$ cat src/rtl/acc_alu.sv
module acc_alu #(
  parameter int W  = 16,
  parameter int BW = 8
) (
  input  logic         clk,
  input  logic         rst_n,
  input  logic [W-1:0] dr_in,
  input  logic [BW-1:0] inp_in,
  input  logic         op_and,
  input  logic         op_add,
  input  logic         op_ldr,
  input  logic         op_ldi,
  input  logic         op_cmp,
  input  logic         op_cir,
  input  logic         op_cil,
  input  logic         op_inc,
  input  logic         op_clr,
  input  logic         op_cle,
  input  logic         op_cme,
  output logic [W-1:0] acc_out,
  output logic         e_out,
  output logic         acc_zero,
  output logic         acc_neg,
  output logic         e_zero
);
  localparam int TOP = W - 1;

  logic [W-1:0] ac, nx, sum;
  logic [W:0]   cy;
  logic         e, e_src, e_from_ld;
  logic         ld, inr, clr;

  assign ld  = op_and | op_add | op_ldr | op_ldi | op_cmp | op_cir | op_cil;
  assign inr = op_inc;
  assign clr = op_clr;

  assign cy[0] = 1'b0;

  for (genvar i = 0; i < W; i++) begin : g_slice
    logic rb, lb, ib;
    assign sum[i]  = ac[i] ^ dr_in[i] ^ cy[i];
    assign cy[i+1] = (ac[i] & dr_in[i]) | (cy[i] & (ac[i] ^ dr_in[i]));
    if (i == TOP) begin : g_hi
      assign rb = e;
    end else begin : g_rn
      assign rb = ac[i+1];
    end
    if (i == 0) begin : g_lo
      assign lb = e;
    end else begin : g_ln
      assign lb = ac[i-1];
    end
    if (i < BW) begin : g_in
      assign ib = inp_in[i];
    end else begin : g_keep
      assign ib = ac[i];
    end
    assign nx[i] = op_and ? (ac[i] & dr_in[i]) :
                   op_add ? sum[i] :
                   op_ldr ? dr_in[i] :
                   op_ldi ? ib :
                   op_cmp ? ~ac[i] :
                   op_cir ? rb : lb;
  end

  assign e_from_ld = ~clr & ~inr & (op_add | op_cir | op_cil);
  assign e_src     = op_add ? cy[W] : (op_cir ? ac[0] : ac[TOP]);

  always_ff @(posedge clk or negedge rst_n) begin
    if (!rst_n)    ac <= '0;
    else if (clr)  ac <= '0;
    else if (inr)  ac <= ac + 1'b1;
    else if (ld)   ac <= nx;
  end

  always_ff @(posedge clk or negedge rst_n) begin
    if (!rst_n)         e <= 1'b0;
    else if (e_from_ld) e <= e_src;
    else if (op_cle)    e <= 1'b0;
    else if (op_cme)    e <= ~e;
  end

  assign acc_out  = ac;
  assign e_out    = e;
  assign acc_zero = (ac == '0);
  assign acc_neg  = ac[TOP];
  assign e_zero   = ~e;
endmodule

$ cat config.mk
export PLATFORM = sky130hd
export DESIGN_NAME = acc_alu
export DESIGN_NICKNAME = d
export VERILOG_FILES = /design/src/rtl/acc_alu.sv
export SDC_FILE = /design/constraint.sdc
export NUM_CORES = 1
export LEC_CHECK = 0
export BUFFER_PORTS_ARGS = -buffer_cell sky130_fd_sc_hd__buf_2
export CAP_MARGIN = 20
export CELL_PAD_IN_SITES_DETAIL_PLACEMENT = 0
export CELL_PAD_IN_SITES_GLOBAL_PLACEMENT = 1
export CORE_ASPECT_RATIO = 1.2
export CORE_MARGIN = 1.5
export CORE_UTILIZATION = 44
export CTS_CLUSTER_SIZE = 20
export DETAILED_ROUTE_END_ITERATION = 12
export MAX_ROUTING_LAYER = met4
export PLACE_DENSITY_LB_ADDON = 0.1
export SLEW_MARGIN = 40
export SYNTH_ARGS = -nofsm -noshare
export SYNTH_HDL_FRONTEND = slang
export SYNTH_SLANG_ARGS = --single-unit
$ cat constraint.sdc
create_clock -name clk -period 19.15 [get_ports clk]
set_input_delay 0.9575 -clock clk [delete_from_list [all_inputs] [get_ports clk]]
set_output_delay 0.9575 -clock clk [all_outputs]
set_load 0.005 [all_outputs]
==> flow_summary.ini, run 1 <==
[synth]
synth_area_leaders = dfrtp_1 (15%), fa_1 (11%), ha_1 (8.1%)
syn_avg_cell_area_sq_um = 7.57
yosys_register_bits = 17
yosysTopAreaCellShare = 0.153
synth_edf_count = 0
syn_inst = 368
async_reset_ff_frac = 1.00
synth_flop_cell = dfrtp_1
ys_types = 57
ys_warn_count = 0
yosysTopAreaCell = dfrtp_1
synthTopCellsByCount = nand2_1 (41), o21ai_0 (34), inv_1 (32)
synth_nets = 438
syn_area_sq_um = 2790
seq_area_frac_synth = 0.153
post-synth-top-count-cell = nand2_1

[sta]
rsz0062_at_grt = no
post-route-min-period_ns = 6.91
worstMarginPinSlew_ns = 0.758
setup_tns_ns = 0
fin_crit_sh = 0.361
finalMaxSlewViolations = 0
fin_skew_ns = 0.00582
setup_slack_ns = 12.24
finalHoldViolations = 0
setup_viol = 0
fmax_ghz = 0.145
slew_headroom = 0.493

[grt]
grt_pass1_wl_mm = 14.1
grt_max_degree = 40
track_usage = 0.277
grt_pass1_vias = 2680
grt_overflow_total = 0
antenna_found_initial = 0

[floorplanning]
pin_count = 57
chipHeight_um = 90.2
die-area_sq_um = 6820
initial_core_util = 0.457
rows = 31
die_x_um = 75.6
core_sq_um = 6090

[worst_hold_path]
hold_class = input port to async pin

[clocking]
post_cts_resized = 0
root_buffer = clkbuf_8
cts.htree.levels = 1
cts_tree = done
cts.sinks = 17
clkTransAtPathRegs_ns = 0.08
cts_setup_buffers = 0
ctsLongestPathBuffers = 2
hold_buffers = 0
clk_latency_ns = 0.26
cts_buffers = 3

[power]
ir_drop_v = 0.0000231
leakage_uw = 0.00133
power_density_nw_per_um2 = 45.3

[worst_setup_path]
worstSetupStartpointType = input port
crit_arrival_ns = 7.02
crit_path_end_kind = register
criticalPathCategory = input port to register
cp_num_buf_inv = 4
crit_slowest_cell = fa_1
cp.required_ns = 19.26
crit_fanout = 2
cpMostUsedCell = fa_1
crit_family = adder cells
cp_cell_sequence = buf_2 -> ha_1 -> fa_1 -> fa_1 -> inv_1 -> fa_1 -> fa_1 -> fa_1 -> fa_1 -> fa_1 -> fa_1 -> fa_1 -> fa_1 -> fa_1 -> fa_1 -> inv_1 -> fa_1 -> fa_1 -> inv_1 -> fa_1 -> nand2b_1 -> o221a_2 -> nand3_1 -> a22oi_1
max_stage_delay_ns = 0.47

[placed_design]
place_hpwl_mm = 5.97
port_buffers = 56
pre_cts_slack_ns = 11.94
placed_cells = 474
place_congestion = 0.823

[final_layout]
layout.cells.non_filler = 478
num-fill-cells = 627
syn_to_final_growth_pct = 9.34
antenna_cells = 0
multiInputGateArea_sq_um = 2070
drive_gt1_frac = 0.194
nets = 467
regArea_sq_um = 425

[routing]
wl_per_cell_um = 18.5
drc = 0
viasPerCell = 6.04
drt-initial-drc-count = 158
postRouteAntennaNets = 0
wirelength_mm = 8.82
drtPass1Iterations = 5
vias = 2889

[flow_run]
cap_violations = 0

[run_status]
status = completed
## cell families (layout without fill, tap and decap cells)
logic type                 Yosys count  count (layout)  share of synthesized area
adders and majority gates           33              33                      0.189
AOI/OAI and AO/OA                  115             115                      0.272
buffers and inverters               65              93                      0.105
muxes                               16              16                     0.0620
xor gates and xnor gates             3               3                    0.00944
and+or+nand+nor                    119             119                      0.211
DFF                                 17              17                      0.153
## flip-flops by register name, summed over array words and instances (netlist names)
register  count
e_out         1
acc_out      16
## area by class of cell
type / count / share of cell area
clock buffer: 4 / 0.0148
inverter: 33 / 0.0407
multi-input combinational: 286 / 0.679
sequential: 17 / 0.140
tap: 82 / 0.0337
timing repair buffer: 56 / 0.0920
## report_power, final
| group | internal (uW) | leakage (uW) | switching (uW) | total, uW |
|---|---|---|---|---|
| clock | 14.8 | 0.0000228 | 15.4 | 30.2 |
| combinational | 26.1 | 0.00108 | 33.1 | 59.3 |
| sequential | 38.9 | 0.000224 | 9.70 | 48.6 |
| total | 79.8 | 0.00133 | 58.2 | 138 |
## final timing paths
kind / start / to / slack (ns) / depth (start not counted)
worst min register to register: acc_out[15] / acc_out[15] / 0.73 / 2
max in group asynchronous: rst_n / acc_out[7] / 18.14 / 1
min in group clk: acc_out[15] / acc_out[15] / 0.73 / 2
worst min-delay path: rst_n / acc_out[1] / 0.65 / 1
worst max register to register: acc_out[0] / acc_out[15] / 12.37 / 23
worst max-delay path: dr_in[0] / acc_out[15] / 12.24 / 24
## layer usage
metal  track usage  part of all wire  wire (um)  up-vias
met3        0.0269             0.065        569        8
met2         0.430              0.49       4350      121
met5             -                 0          0        -
li1              -                 -          -     1369
met1         0.383              0.43       3780     1391
met4        0.0759             0.013        119        0
## stage by stage
step           hold slack [ns]  power, uW  area [sq um]  utilization
2_1_floorplan            0.634       87.9          2790            -
3_3_place_gp             0.706        107          3000        0.493
3_5_place_dp             0.706        108          3000        0.493
4_1_cts                  0.650        138          3050        0.500
5_1_grt                  0.675        149          3050        0.500
6_report                 0.651        138          3050        0.500
## cells in the final DEF (no fill, tap or decap), types with 3 or more instances in the layout
cell type / n
nand3_1: 15
nor2b_1: 4
a2bb2oi_1: 4
o21ai_0: 34
mux2_2: 10
nor2_1: 23
nor3_1: 7
fa_1: 15
ha_1: 18
and3_1: 4
nand2b_1: 4
dfrtp_1: 17
inv_1: 32
a211oi_1: 6
nand2_1: 41
clkbuf_8: 3
nor4_1: 6
o31ai_1: 4
buf_2: 56
o211ai_1: 6
a2111oi_0: 6
nand4_1: 3
o221ai_1: 3
a21oi_1: 26
mux2i_1: 6
Note: power is estimated with default switching activity, not from simulation.
==> run 2, diff against run 1 <==
--- a/config.mk
+++ b/config.mk
@@ -5,13 +5,14 @@
 export SDC_FILE = /design/constraint.sdc
 export NUM_CORES = 1
 export LEC_CHECK = 0
+export ABC_AREA = 1
 export BUFFER_PORTS_ARGS = -buffer_cell sky130_fd_sc_hd__buf_2
 export CAP_MARGIN = 20
 export CELL_PAD_IN_SITES_DETAIL_PLACEMENT = 0
 export CELL_PAD_IN_SITES_GLOBAL_PLACEMENT = 1
 export CORE_ASPECT_RATIO = 1.2
 export CORE_MARGIN = 1.5
-export CORE_UTILIZATION = 44
+export CORE_UTILIZATION = 39
 export CTS_CLUSTER_SIZE = 20
 export DETAILED_ROUTE_END_ITERATION = 12
 export MAX_ROUTING_LAYER = met4
==> constraint.sdc (replaced) <==
create_clock -name clk -period 7.2 [get_ports clk]
set_input_delay 0.36 -clock clk [delete_from_list [all_inputs] [get_ports clk]]
set_output_delay 0.36 -clock clk [all_outputs]
set_load 0.005 [all_outputs]
==> run 2 against run 1 <==
  * Via count increased by 10%
  * Hold slack worse by 0.62 ns
  * Critical endpoint unchanged
  * Sequential share of layout area fell by 0.52 points
  * Clock skew shrank 0.0021 ns
  * Clock power grew to 2.7 times the previous value
  * Setup slack worse by 11 ns
  * Area after synthesis rose by 2.0%
  * Flip-flop and latch count is the same
==> flow_summary.ini, run 2 <==
[synth]
synth_nets = 526
yosys_register_bits = 17
seq_area_frac_synth = 0.150
yosysTopAreaCellShare = 0.210
ys_warn_count = 0
syn_avg_cell_area_sq_um = 6.23
syn_area_sq_um = 2840
post-synth-top-count-cell = nand2_1
synth_edf_count = 0
syn_inst = 456
ys_types = 32
yosysTopAreaCell = nand2_1
synth_flop_cell = dfrtp_1
synthTopCellsByCount = nand2_1 (159), nand3_1 (50), a21oi_1 (45)
synth_area_leaders = nand2_1 (21%), dfrtp_1 (15%), fa_1 (11%)
async_reset_ff_frac = 1.00

[power]
design_power_total_uw = 374
ir_drop_v = 0.0000625
power_density_nw_per_um2 = 118
leakage_uw = 0.00160

[worst_setup_path]
cp.required_ns = 7.37
crit_path_end_kind = register
startpoint = acc_out[0]
crit_arrival_ns = 6.49
crit_fanout = 6
criticalPathCategory = register to register
worstSetupStartpointType = register
r2r-start = acc_out[0]

[run_status]
status = completed

[grt]
grt_overflow_total = 0
track_usage = 0.295
grt_pass1_wl_mm = 16.5
grt_pass1_vias = 3082
antenna_found_initial = 0
grt_max_degree = 29

[clocking]
root_buffer = clkbuf_8
cts_tree = done
cts.htree.levels = 1
cts_setup_buffers = 0
post_cts_resized = 0
cts.sinks = 17
clkTransAtPathRegs_ns = 0.08
clk_latency_ns = 0.27
ctsLongestPathBuffers = 2
hold_buffers = 0
cts_buffers = 3

[placed_design]
place_hpwl_mm = 7.75
dpl-instance-area_sq_um = 3120
placed_cells = 578
port_buffers = 56
place_congestion = 0.911

[sta]
finalHoldViolations = 0
fmax_ghz = 0.158
slew_headroom = 0.487
worstMarginPinSlew_ns = 0.765
finalMaxSlewViolations = 0
fin_skew_ns = 0.00374
post-route-min-period_ns = 6.32
setup_tns_ns = 0
setup_viol = 0
finalHoldWorstSlack_ns = 0.0310
fin_crit_sh = 0.878
rsz0062_at_grt = no

[routing]
drt-initial-drc-count = 293
wl_per_cell_um = 18.0
drc = 0
wirelength_mm = 10.5
viasPerCell = 5.46
postRouteAntennaNets = 0
drtPass1Iterations = 5
vias = 3179

[flow_run]
cap_violations = 0

[final_layout]
mostFrequentLayoutCell = nand2_1
drive_gt1_frac = 0.178
layout.cells.non_filler = 582
antenna_cells = 0
layout_common_cells = nand2_1 (159), buf_2 (56), nand3_1 (50), a21oi_1 (45), inv_1 (33)
largest_reg_flops = 16
fin_area_sq_um = 3160
nets = 566
syn_to_final_growth_pct = 11.3

[floorplanning]
pin_count = 57
initial_core_util = 0.410
die-area_sq_um = 7810
die_x_um = 80.9
core_sq_um = 6940
chipHeight_um = 96.5
rows = 33

[worst_hold_path]
hold_class = input port to async pin
run 2: changes by cell type in the layout (fill, tap and decap cells not counted), moves of 7 or more:
| cell | before | now |
|---|---|---|
| o21ai_0 | 34 | 6 |
| a21oi_1 | 26 | 45 |
| inv_2 | 0 | 7 |
| nand2_1 | 41 | 159 |
| nand3_1 | 15 | 50 |
| mux2_2 | 10 | 0 |
run 2: kinds of logic (layout without fill, tap and decap cells):
family	Yosys count	in the layout	synth area share
fa+ha+maj	33	33	0.185
simple gates	270	270	0.425
buf+inv	65	104	0.0986
xor+xnor	4	4	0.0123
flops	17	17	0.150
compound gates	67	67	0.129
run 2: cell type report:
cell class / count / area, sq um
fillers: 790 / 3770
multi-input cells: 374 / 2140
flip-flops and latches: 17 / 425
repair buffers: 56 / 280
inverters: 44 / 166
well taps: 87 / 109
clock buffers: 3 / 41.3
clock inverters: 1 / 5.00
run 2: report_power, final:
group	internal, uW	switching, uW	leakage [uW]	total [uW]
Clock	38.7	42.3	0.0000255	81.0
Sequential	103	20.9	0.000222	124
Combinational	61.5	108	0.00135	170
Total	203	171	0.00160	374
run 2: metrics by stage:
| step | utilization | setup WS, ns |
|---|---|---|
| after global placement | 0.449 | 0.965 |
| after CTS | 0.456 | 0.875 |
| after global routing | 0.456 | 0.549 |
| after detailed placement | 0.449 | 0.895 |
| after floorplan | - | 1.17 |
| final | 0.456 | 0.876 |
run 2: per-layer routing:
layer  vias to the layer above  GRT usage  share of wire
li1                       1548          -              -
met3                        33     0.0263          0.057
met4                         0      0.155          0.048
met5                         -          -              0
met1                      1452      0.343           0.41
met2                       146      0.503           0.49
run 2: critical path, cell delays in order, from the launching register on:
cell and delay [ns]:
dfrtp_1 0.45, ha_1 0.23, fa_1 0.19, fa_1 0.16
inv_1 0.05, fa_1 0.38, fa_1 0.41, fa_1 0.39
fa_1 0.39, fa_1 0.38, fa_1 0.38, fa_1 0.38
fa_1 0.39, fa_1 0.39, fa_1 0.36, inv_1 0.07
fa_1 0.19, fa_1 0.18, inv_1 0.05, fa_1 0.47
a21oi_1 0.06, nand2_1 0.09, nand2_1 0.05, nand3_1 0.06
nand2_1 0.05
run 2: path summary, 6_finish.rpt:
check / end / slack, ns / depth (start not counted)
max: acc_out[15] / 0.88 / 24
min: acc_out[3] / 0.03 / 1
max reg2reg: acc_out[15] / 0.88 / 24
min reg2reg: acc_out[5] / 0.61 / 2
max in group asynchronous: acc_out[8] / 6.85 / 1
min in group clk: e_out / 0.43 / 4
